<file path="src/rtl/ccs_pkg.sv">
package ccs_pkg;

    typedef enum logic {
        RATE_256X = 1'b0,
        RATE_384X = 1'b1
    } rate_mode_e;

    localparam int unsigned PH_W = 2;

    // final phase index of one bit-clock period: divide by 2 or by 3
    function automatic logic [PH_W-1:0] last_phase(input rate_mode_e m);
        return (m == RATE_384X) ? PH_W'(2) : PH_W'(1);
    endfunction

endpackage

</file>
<file path="src/rtl/ccs_clkdiv.sv">
module ccs_clkdiv
    import ccs_pkg::*;
(
    input  logic clk,
    input  logic rst,
    input  logic hold_i,
    input  logic rate_sel_i,
    output logic bclk_o,
    output logic tick_o
);

    typedef struct packed {
        logic [PH_W-1:0] ph;
        logic            bclk;
    } div_state_t;

    div_state_t      div_d, div_q;
    logic [PH_W-1:0] last_ph;

    always_comb begin
        last_ph = last_phase(rate_mode_e'(rate_sel_i));
        div_d   = div_q;
        // a phase beyond the last one (rate changed mid-period) also wraps
        tick_o  = !hold_i && (div_q.ph >= last_ph);
        if (hold_i || tick_o) begin
            div_d.ph = '0;
        end else begin
            div_d.ph = div_q.ph + PH_W'(1);
        end
        div_d.bclk = (div_d.ph != '0);
    end

    always_ff @(posedge clk) begin
        if (rst) begin
            div_q <= '0;
        end else begin
            div_q <= div_d;
        end
    end

    assign bclk_o = div_q.bclk;

endmodule

</file>
<file path="src/rtl/ccs_framer.sv">
module ccs_framer #(
    parameter int unsigned HALF_BCLKS = 64
) (
    input  logic clk,
    input  logic rst,
    input  logic hold_i,
    input  logic tick_i,
    output logic lrck_o,
    output logic word_end_o
);

    localparam int unsigned BC_W = (HALF_BCLKS > 1) ? $clog2(HALF_BCLKS) : 1;
    localparam logic [BC_W-1:0] BC_LAST = BC_W'(HALF_BCLKS - 1);

    typedef struct packed {
        logic [BC_W-1:0] bc;
        logic            lr;
    } frm_state_t;

    frm_state_t frm_d, frm_q;
    logic       half_end;

    always_comb begin
        frm_d      = frm_q;
        half_end   = tick_i && (frm_q.bc == BC_LAST);
        word_end_o = half_end && frm_q.lr;
        if (hold_i) begin
            frm_d = '0;
        end else if (tick_i) begin
            if (half_end) begin
                frm_d.bc = '0;
                frm_d.lr = !frm_q.lr;
            end else begin
                frm_d.bc = frm_q.bc + BC_W'(1);
            end
        end
    end

    always_ff @(posedge clk) begin
        if (rst) begin
            frm_q <= '0;
        end else begin
            frm_q <= frm_d;
        end
    end

    assign lrck_o = frm_q.lr;

endmodule

</file>
<file path="src/rtl/ccs_calseq.sv">
module ccs_calseq #(
    parameter int unsigned CAL_WORDS = 4096
) (
    input  logic clk,
    input  logic rst,
    input  logic pdn_i,
    input  logic word_end_i,
    output logic cal_o,
    output logic hold_o
);

    localparam int unsigned CW_W = (CAL_WORDS > 1) ? $clog2(CAL_WORDS) : 1;
    localparam logic [CW_W-1:0] CW_LAST = CW_W'(CAL_WORDS - 1);

    typedef struct packed {
        logic            pd;
        logic            cal;
        logic [CW_W-1:0] cnt;
    } cal_state_t;

    cal_state_t cal_d, cal_q;

    always_comb begin
        cal_d    = cal_q;
        cal_d.pd = pdn_i;
        if (pdn_i) begin
            cal_d.cal = 1'b0;
            cal_d.cnt = '0;
        end else if (cal_q.pd) begin
            // release edge: start a fresh sequence
            cal_d.cal = 1'b1;
            cal_d.cnt = '0;
        end else if (cal_q.cal && word_end_i) begin
            if (cal_q.cnt == CW_LAST) begin
                cal_d.cal = 1'b0;
                cal_d.cnt = '0;
            end else begin
                cal_d.cnt = cal_q.cnt + CW_W'(1);
            end
        end
    end

    always_ff @(posedge clk) begin
        if (rst) begin
            cal_q     <= '0;
            cal_q.pd  <= 1'b1;
        end else begin
            cal_q <= cal_d;
        end
    end

    assign cal_o  = cal_q.cal;
    assign hold_o = cal_q.pd || pdn_i;

endmodule

</file>
<file path="src/rtl/conv_clk_cal_seq.sv">
module conv_clk_cal_seq #(
    parameter int unsigned HALF_BCLKS = 64,
    parameter int unsigned CAL_WORDS  = 4096
) (
    input  logic clk,
    input  logic rst,
    input  logic rate_sel_i,
    input  logic pdn_i,
    output logic bclk_o,
    output logic bclk_tick_o,
    output logic lrck_o,
    output logic cal_o
);

    logic cal_hold;
    logic word_end;

    ccs_calseq #(
        .CAL_WORDS (CAL_WORDS)
    ) u_calseq (
        .clk        (clk),
        .rst        (rst),
        .pdn_i      (pdn_i),
        .word_end_i (word_end),
        .cal_o      (cal_o),
        .hold_o     (cal_hold)
    );

    ccs_clkdiv u_clkdiv (
        .clk        (clk),
        .rst        (rst),
        .hold_i     (cal_hold),
        .rate_sel_i (rate_sel_i),
        .bclk_o     (bclk_o),
        .tick_o     (bclk_tick_o)
    );

    ccs_framer #(
        .HALF_BCLKS (HALF_BCLKS)
    ) u_framer (
        .clk        (clk),
        .rst        (rst),
        .hold_i     (cal_hold),
        .tick_i     (bclk_tick_o),
        .lrck_o     (lrck_o),
        .word_end_o (word_end)
    );

endmodule

</file>
<file path="config.mk">
export PLATFORM = sky130hd
export DESIGN_NAME = conv_clk_cal_seq
export DESIGN_NICKNAME = d
export VERILOG_FILES = /design/src/rtl/ccs_pkg.sv /design/src/rtl/ccs_clkdiv.sv /design/src/rtl/ccs_framer.sv /design/src/rtl/ccs_calseq.sv /design/src/rtl/conv_clk_cal_seq.sv
export SDC_FILE = /design/constraint.sdc
export NUM_CORES = 1
export LEC_CHECK = 0
export CAP_MARGIN = 10
export CORE_MARGIN = 2
export CORE_UTILIZATION = 56
export DETAILED_ROUTE_END_ITERATION = 10
export GPL_TIMING_DRIVEN = 0
export PLACE_DENSITY = 0.74
export SETUP_SLACK_MARGIN = 0.1
export SLEW_MARGIN = 20
export SYNTH_ARGS = -nofsm -noshare
export SYNTH_HDL_FRONTEND = slang
export SYNTH_HIERARCHICAL = 1
export SYNTH_SLANG_ARGS = --single-unit
</file>
<file path="constraint.sdc">
create_clock -name clk -period 3.2 [get_ports clk]
set_input_delay 0.64 -clock clk [delete_from_list [all_inputs] [get_ports clk]]
set_output_delay 0.64 -clock clk [all_outputs]
set_load 0.05 [all_outputs]
</file>
==> impl_metrics.ini, run 1 <==
[status]
status = complete, no violations

[power_and_ir_drop]
peakVddDrop_mv = 0.3566
swShare_pct = 21.19
p_total_uw = 484.4
combPwrFrac_pct = 5.2
pwr-share-seq_pct = 62.5
power_density_nw_per_um2 = 374.4
clockPowerShare_pct = 32.3
p_int_uw = 381.8
leakage_uw = 0.0004238
netSwitchingPower_uw = 102.6

[sta]
setup_viol = 0
slew_viol_final = 0
hold_violations = 0
max_freq_mhz = 332.4
fin_ws_ps = 192.0
tightest_slew_ps = 503.7
min_period_over_period_pct = 94.00
relSlewSlack_pct = 66.11
grt_setup_unrepaired = true
finalCriticalPeriod_ps = 3008
skew_ps = 4.545

[clock_network]
ctsHtreeMaxLevel = 1
clock_path_buffers = 2
clkSinkCount = 24
numCtsBuffers = 3
holdBufCountCts = 0
root_buffer = clkbuf_4
clock_latency_ps = 310
clkTransAtPathRegs_ps = 120
cts_tree = built

[worst_setup_path]
critPathLaunchType = input pin
crit_required_ps = 2560
end_kind = output pin
crit_arrival_ps = 2370
slowest_delay_ps = 560
crit_slowest_cell = dlygate4sd2_1
crit_path_max_fanout = 8
crit_chain = clkdlybuf4s50_1 > inv_1 > ha_1 > nand2b_4 > a21oi_1 > nor2_4 > dlygate4sd2_1
crit_type = in -> out

[finish]
fin_util_pct = 67.32
antenna_cells = 0
fill_cells = 174
regArea_sq_um = 480.5
final_area_sq_um = 1294
final_layout_size_suffix_gt1_share_pct = 17.16
area_growth_pct = 16.57
final_nets = 143
multiInputGateArea_sq_um = 650.6

[synthesis]
synth-main-ff-cell = dfxtp_1
synth_area_leaders = dfxtp_1 (43%), nor2_1 (6.8%), xor2_1 (6.3%)
yosys-top-cells-count = dfxtp_1 (24), nor2_1 (20), nand2_1 (8), xor2_1 (8)
ys_ff_latch = 24
synth_warnings = 6
synthArstFlopShare_pct = 0
post-synth-top-count-cell = dfxtp_1
syn-num-nets = 131
syn_area_sq_um = 1110
syn_inst = 123
syn_area_per_cell_sq_um = 9.023
yosys.area.top_type = dfxtp_1
synth_edf_count = 0
synth_seq_area_share_pct = 43.29
ys_types = 32
synth_top_area_share_pct = 43.29

[detailed_routing]
viasPerCell = 5.540
routedWlPerCell_um = 12.44
ant_nets = 0
drc = 0
first_iter_violations = 13
first_pass_iters = 4
vias = 892
finalWirelength_um = 2003

[placed_design]
io_buffers = 7
place_area_sq_um = 1221
hpwl_um = 1445
gp_congestion = 0.7630
pre_cts_slack_ps = -287.2

[global_routing]
grtUsageTotal_pct = 20.17
first_global_vias = 879
grt_max_degree = 14
grt_pass1_wl_um = 3732
grt.overflow.total = 0
antenna_found_initial = 0

[die]
fp.dieW_um = 48.52
placementRows = 16
dieArea_sq_um = 2354
num_io_pins = 8
coreArea_sq_um = 1922
initial_utilization_pct = 57.75
fp.dieH_um = 48.52

[job]
maxCapViolations = 0

[min_path]
hold_path_class = reg -> reg
[area by class of cell]
class / instances / area share (%)
Sequential cell: 24 / 37.14
Inverter: 4 / 1.161
Clock buffer: 4 / 2.805
Buffer: 2 / 0.6770
Timing Repair Buffer: 7 / 5.319
Multi-Input combinational cell: 93 / 50.29
Tap cell: 27 / 2.611
[per-layer routing]
layer	vias up	GRT usage [%]	wire length [um]
li1	451	-	-
met1	425	24.05	835
met2	14	35.65	1079
met3	2	5.864	76
met4	0	5.238	12
met5	-	0	0
[worst max-delay path, delay by kind of cell]
kind                       cells  cell delay (ps)
AOI/OAI and AO/OA              1               90
buffers and inverters          3             1060
and+or+nand+nor                2              300
adders and majority gates      1              270
[sequential cells by signal (all words and copies together), names as in the netlist]
register / flops
u_calseq/cal_q: 13
u_framer/frm_q: 6
u_clkdiv/div_q: 2
u_calseq/cal_o: 1
u_clkdiv/bclk_o: 1
u_framer/lrck_o: 1
[power by group through the flow]
stage / Sequential, uW / Combinational [uW] / Clock [uW]
floorplan: 312 / 13.0 / 0
global placement: 309 / 24.6 / 0
detailed placement: 309 / 25.4 / 0
CTS: 303 / 25.6 / 165
global route: 304 / 28.0 / 176
finish: 303 / 25.3 / 156
[metrics by stage]
step	std cells	hold WS, ps	TNS [ps]
floorplan	123	447.0	0
finish	161	489.3	0
detailed placement	157	467.4	-2209
CTS	161	497.8	0
global placement	157	462.8	-1526
global route	161	522.9	0
[final timing paths]
path	depth (start not counted)	slack, ps	end	from
setup / recovery	7	190	bclk_tick_o	rate_sel_i
hold / removal	1	490	u_clkdiv/div_q[1]$_SDFF_PP0_	u_clkdiv/div_q[1]$_SDFF_PP0_
setup reg to reg	12	650	u_calseq/cal_q[4]$_SDFFE_PP0P_	u_clkdiv/div_q[1]$_SDFF_PP0_
hold reg to reg	1	490	u_clkdiv/div_q[1]$_SDFF_PP0_	u_clkdiv/div_q[1]$_SDFF_PP0_
[layout by cell type (no fill, tap or decap), drive strengths merged, types with 3 or more instances in the layout]
cell	count
a21oi	5
clkbuf	5
clkdlybuf4s50	6
dfxtp	24
ha	4
inv	4
nand2	8
nand3	6
nand4	7
nor2	20
nor3	3
nor4	3
o21ai	3
or2	3
or3	4
xnor2	6
xor2	8
[repair_timing]
item,4_1_cts,5_1_grt
buffers inserted,0,0
endpoints found under the setup margin,8,9
resized for setup,2,8
pin swaps,0,2
[cells by family (layout without fill, tap and decap cells)]
| logic type | after synthesis | in the layout | share of synthesized area [%] |
|---|---|---|---|
| AO/OA/AOI/OAI | 13 | 13 | 8.681 |
| XOR/XNOR | 14 | 14 | 11.05 |
| adder cells (fa/ha/maj) | 4 | 4 | 4.510 |
| buffers and inverters | 6 | 17 | 2.141 |
| flip-flops | 24 | 24 | 43.29 |
| multiplexers | 1 | 1 | 0.9020 |
| AND/OR/NAND/NOR | 61 | 61 | 29.42 |
No activity file was read; power rests on OpenSTA's default activity.
==> run 2: changes to the inputs <==
--- a/config.mk
+++ b/config.mk
@@ -6,10 +6,10 @@
 export NUM_CORES = 1
 export LEC_CHECK = 0
 export CAP_MARGIN = 10
-export CORE_MARGIN = 2
 export CORE_UTILIZATION = 56
 export DETAILED_ROUTE_END_ITERATION = 10
 export GPL_TIMING_DRIVEN = 0
+export HOLD_SLACK_MARGIN = 0.02
 export PLACE_DENSITY = 0.74
 export SETUP_SLACK_MARGIN = 0.1
 export SLEW_MARGIN = 20
==> impl_metrics.ini, run 2 (synthesized netlist as in run 1, its figures left out) <==
[power_and_ir_drop]
netSwitchingPower_uw = 107.1
clockPowerShare_pct = 39.9
p_int_uw = 439.1
peakVddDrop_mv = 0.3148
leakage_uw = 0.0004361
swShare_pct = 19.62
pwr-share-seq_pct = 55.4
power_density_nw_per_um2 = 418.6
combPwrFrac_pct = 4.7

[finish]
antenna_cells = 0
fill_cells = 151
final_common_cell = dfxtp_1
area_growth_pct = 17.59
final_cell_mix = dfxtp_1 (24), nor2_1 (18), xor2_1 (8), nand2_1 (7)
largest_reg_flops = 13
reg.largest.list = u_calseq/cal_q (13), u_framer/frm_q (6), u_clkdiv/div_q (2)
final_cells = 160
top_register = u_calseq/cal_q
final_nets = 144
final_layout_size_suffix_gt1_share_pct = 16.30

[sta]
tightest_slew_ps = 489.6
setup_viol = 0
max_freq_mhz = 332.5
grt_setup_unrepaired = false
skew_ps = 1.215
finalCriticalPeriod_ps = 3007
whs_ps = 500.5
min_period_over_period_pct = 93.97
hold_violations = 0
relSlewSlack_pct = 67.26
slew_viol_final = 0

[detailed_routing]
viasPerCell = 5.556
routedWlPerCell_um = 12.71
wl_met3_um = 62
drc = 0
wl_met2_um = 1061
finalWirelength_um = 2034
first_pass_iters = 4
ant_nets = 0
first_iter_violations = 15
wirelength_met1_um = 885
vias = 889
highest_layer = met4

[min_path]
hold_path_class = reg -> reg
min_delay_path_depth = 2

[die]
fp.dieW_um = 46.52
coreArea_sq_um = 1783
fp.dieH_um = 46.52
num_io_pins = 8
dieArea_sq_um = 2164
placementRows = 15
initial_utilization_pct = 62.25

[placed_design]
dpl.cell_count = 155
io_buffers = 7
hpwl_um = 1394
gp_congestion = 0.8608

[worst_setup_path]
slowest_delay_ps = 550
crit_slowest_cell = dlygate4sd2_1
critPathLaunchType = input pin
crit_required_ps = 2560
end_kind = output pin
crit_chain = clkdlybuf4s50_1 > inv_1 > ha_1 > nand2b_4 > a21oi_1 > nor2_4 > dlygate4sd2_1
crit_type = in -> out
crit_arrival_ps = 2370
crit_path_max_fanout = 8
r2r.worst_path.cells = 12

[clock_network]
ctsHtreeMaxLevel = 1
clock_latency_ps = 310
clkTransAtPathRegs_ps = 130
clkSinkCount = 24
cts_tree = built
clock_path_buffers = 2
numCtsBuffers = 3
root_buffer = clkbuf_4

[global_routing]
first_global_vias = 810
grtUsageTotal_pct = 22.80
grt_pass1_wl_um = 3415
grt_max_degree = 15
grt.overflow.total = 0
antenna_found_initial = 0

[status]
status = complete, no violations

[job]
maxCapViolations = 0
## run 2: cell types whose count changed in the layout (fill, tap and decap cells not counted)
cell	before	now
buf_4	0	1
bufinv_16	0	1
clkbuf_8	1	0
nand3_2	2	0
nand3_1	4	6
## run 2: per-stage QoR
stage / TNS, ps / worst slack [ps] / util (%) / cell area [sq um] / power, uW
after global routing: 0 / 107.1 / 73.19 / 1305 / 570.3
after floorplan: 0 / 281.4 / - / 1117 / 325.5
after detailed placement: -1924 / -245.1 / 68.35 / 1219 / 334.6
final: 0 / 192.9 / 73.19 / 1305 / 546.2
after global placement: -1578 / -212.6 / 68.35 / 1219 / 333.8
after CTS: 0 / 103.5 / 71.23 / 1270 / 552.3
## run 2: worst paths after layout
| path | endpoint | startpoint | slack [ps] |
|---|---|---|---|
| worst min register to register | u_calseq/cal_o$_SDFFE_PP0P_ | u_calseq/cal_q[13]$_SDFF_PP1_ | 500 |
| worst max register to register | u_calseq/cal_q[5]$_SDFFE_PP0P_ | u_clkdiv/div_q[1]$_SDFF_PP0_ | 640 |
| worst max-delay path | bclk_tick_o | rate_sel_i | 190 |
| worst min-delay path | u_calseq/cal_o$_SDFFE_PP0P_ | u_calseq/cal_q[13]$_SDFF_PP1_ | 500 |
## run 2: what timing repair did
item	4_1_cts	5_1_grt
endpoints found under the setup margin	1	10
pin swaps	0	2
resized for setup	1	7
setup buffers	0	1
hold buffers	0	0
cloned	0	0
## run 2: critical path: cells and delay by family
kind / cells / cell delay [ps]
fa+ha+maj: 1 / 280
simple gates: 2 / 280
compound gates: 1 / 90
buf+inv: 3 / 1070
## run 2: power groups by stage
stage | Clock, uW | Sequential, uW | Combinational (uW)
5_1_grt | 239 | 303 | 27.6
3_5_place_dp | 0 | 309 | 25.2
2_1_floorplan | 0 | 312 | 13.0
4_1_cts | 224 | 303 | 25.0
6_report | 218 | 303 | 25.4
3_3_place_gp | 0 | 309 | 24.6
## run 2: layer usage
metal	vias to the layer above	GRT usage, %
li1	457	-
met1	418	24.94
met2	10	39.72
met3	4	8.235
met4	0	8.235
met5	-	0
## run 2: layout make-up
cell class	count	area, sq um	area share (%)
plain buffers	2	8.758	0.6711
clock buffers	3	22.52	1.726
clock inverters	1	30.03	2.301
inverters	4	15.01	1.151
multi-input cells	93	640.6	49.09
flip-flops and latches	24	480.5	36.82
well taps	25	31.28	2.397
repair buffers	8	76.32	5.849
==> run 3: changes to the inputs <==
--- a/config.mk
+++ b/config.mk
@@ -6,6 +6,7 @@
 export NUM_CORES = 1
 export LEC_CHECK = 0
 export CAP_MARGIN = 10
+export CORE_ASPECT_RATIO = 0.9
 export CORE_UTILIZATION = 56
 export DETAILED_ROUTE_END_ITERATION = 10
 export GPL_TIMING_DRIVEN = 0
==> impl_metrics.ini, run 3 (synthesized netlist as in run 1, its figures left out) <==
[die]
num_io_pins = 8
placementRows = 14
fp.dieH_um = 44.24
fp.dieW_um = 48.93
initial_utilization_pct = 62.73
coreArea_sq_um = 1769
dieArea_sq_um = 2164

[worst_setup_path]
crit_chain = clkdlybuf4s50_1 > inv_1 > ha_1 > nand2b_4 > a21oi_1 > nor2_4 > dlygate4sd2_1
crit_slowest_cell = dlygate4sd2_1
crit_path_max_fanout = 6
end_kind = output pin
critPathLaunchType = input pin
crit_required_ps = 2560
r2r.worst_path.cells = 12
r2r_setup_slack_ps = 620
cp_num_buf_inv = 3
path_delay_family = buffers and inverters
crit_arrival_ps = 2320
slowest_delay_ps = 540
crit_type = in -> out
cp.depth = 7

[sta]
relSlewSlack_pct = 63.34
slew_viol_final = 0
grt_setup_unrepaired = false
hold_violations = 0
fin_ws_ps = 243.6
min_period_over_period_pct = 92.39
setup_viol = 0
finalCriticalPeriod_ps = 2956
tightest_slew_ps = 544.9
fin_setup_tns_ps = 0
skew_ps = 1.748
max_freq_mhz = 338.2

[placed_design]
pre_cts_slack_ps = -221.6
io_buffers = 7
place_area_sq_um = 1217
gp_congestion = 0.7889
hpwl_um = 1445

[power_and_ir_drop]
leakage_uw = 0.0004277
swShare_pct = 21.48
peakVddDrop_mv = 0.3018
clockPowerShare_pct = 27.7
pwr-share-seq_pct = 66.6
p_total_uw = 454.6
power_density_nw_per_um2 = 354.8
combPwrFrac_pct = 5.7
p_int_uw = 357.0
netSwitchingPower_uw = 97.65

[status]
status = complete, no violations

[clock_network]
clock_path_buffers = 2
root_buffer = clkbuf_4
numCtsBuffers = 3
cts_tree = built
clkSinkCount = 24
clock_latency_ps = 310
clkTransAtPathRegs_ps = 110
ctsHtreeMaxLevel = 1
holdBufCountCts = 0

[global_routing]
grtUsageTotal_pct = 20.77
grt_max_degree = 13
grt.overflow.total = 0
first_global_vias = 773
grt_pass1_wl_um = 3291
antenna_found_initial = 0

[detailed_routing]
finalWirelength_um = 1947
drc = 0
first_iter_violations = 18
vias = 888
ant_nets = 0
first_pass_iters = 5
routedWlPerCell_um = 12.25
viasPerCell = 5.585

[finish]
final_area_sq_um = 1281
top_register = u_calseq/cal_q
final_nets = 145
final_cell_mix = dfxtp_1 (24), nor2_1 (18), xor2_1 (8), nand2_1 (7)
largest_reg_flops = 13
final_common_cell = dfxtp_1
final_layout_size_suffix_gt1_share_pct = 16.30
fin_util_pct = 72.42
area_growth_pct = 15.45
reg.largest.list = u_calseq/cal_q (13), u_framer/frm_q (6), u_clkdiv/div_q (2)
antenna_cells = 0

[min_path]
hold_path_class = reg -> reg
min_delay_path_depth = 1

[job]
maxCapViolations = 0
[run 3: cell count changes in the layout (fill, tap and decap cells not counted), sizes merged]
cell    delta
bufinv     -1
buf        +1
[run 3: cell type report]
type	instances	area, sq um
repair buffers	9	83.83
fillers	138	488.0
plain buffers	2	8.758
well taps	24	30.03
multi-input cells	93	640.6
inverters	4	15.01
flip-flops and latches	24	480.5
clock buffers	3	22.52
[run 3: per-stage QoR]
stage                     hold WS (ps)  std cells
after floorplan                  447.0        123
after global placement           458.0        154
after detailed placement         467.5        154
after CTS                        497.6        157
after global routing             510.3        159
final                            496.9        159
[run 3: per-layer routing]
layer	vias to the layer above	routed length (um)	global-route usage (%)
met4	0	37	11.76
met5	-	0	0
li1	454	-	-
met3	5	63	7.216
met2	13	865	31.39
met1	416	981	26.18
[run 3: path summary, 6_finish.rpt]
path | from | end
worst max-delay path | rate_sel_i | bclk_tick_o
worst min-delay path | u_clkdiv/div_q[1]$_SDFF_PP0_ | u_clkdiv/div_q[1]$_SDFF_PP0_
worst max register to register | u_clkdiv/div_q[1]$_SDFF_PP0_ | u_calseq/cal_q[9]$_SDFFE_PP0P_
worst min register to register | u_clkdiv/div_q[1]$_SDFF_PP0_ | u_clkdiv/div_q[1]$_SDFF_PP0_
[run 3: timing repair]
action,CTS,global route
buffers inserted,0,2
resized for setup,1,7
pin swaps,0,2
endpoints found under the setup margin,1,8
cloned,0,0
[run 3: power groups by stage]
| stage | sequential, uW | clock, uW | combinational, uW |
|---|---|---|---|
| floorplan | 312 | 0 | 13.0 |
| global placement | 309 | 0 | 24.3 |
| detailed placement | 309 | 0 | 24.9 |
| CTS | 303 | 132 | 24.6 |
| global route | 303 | 141 | 27.8 |
| finish | 303 | 126 | 25.7 |
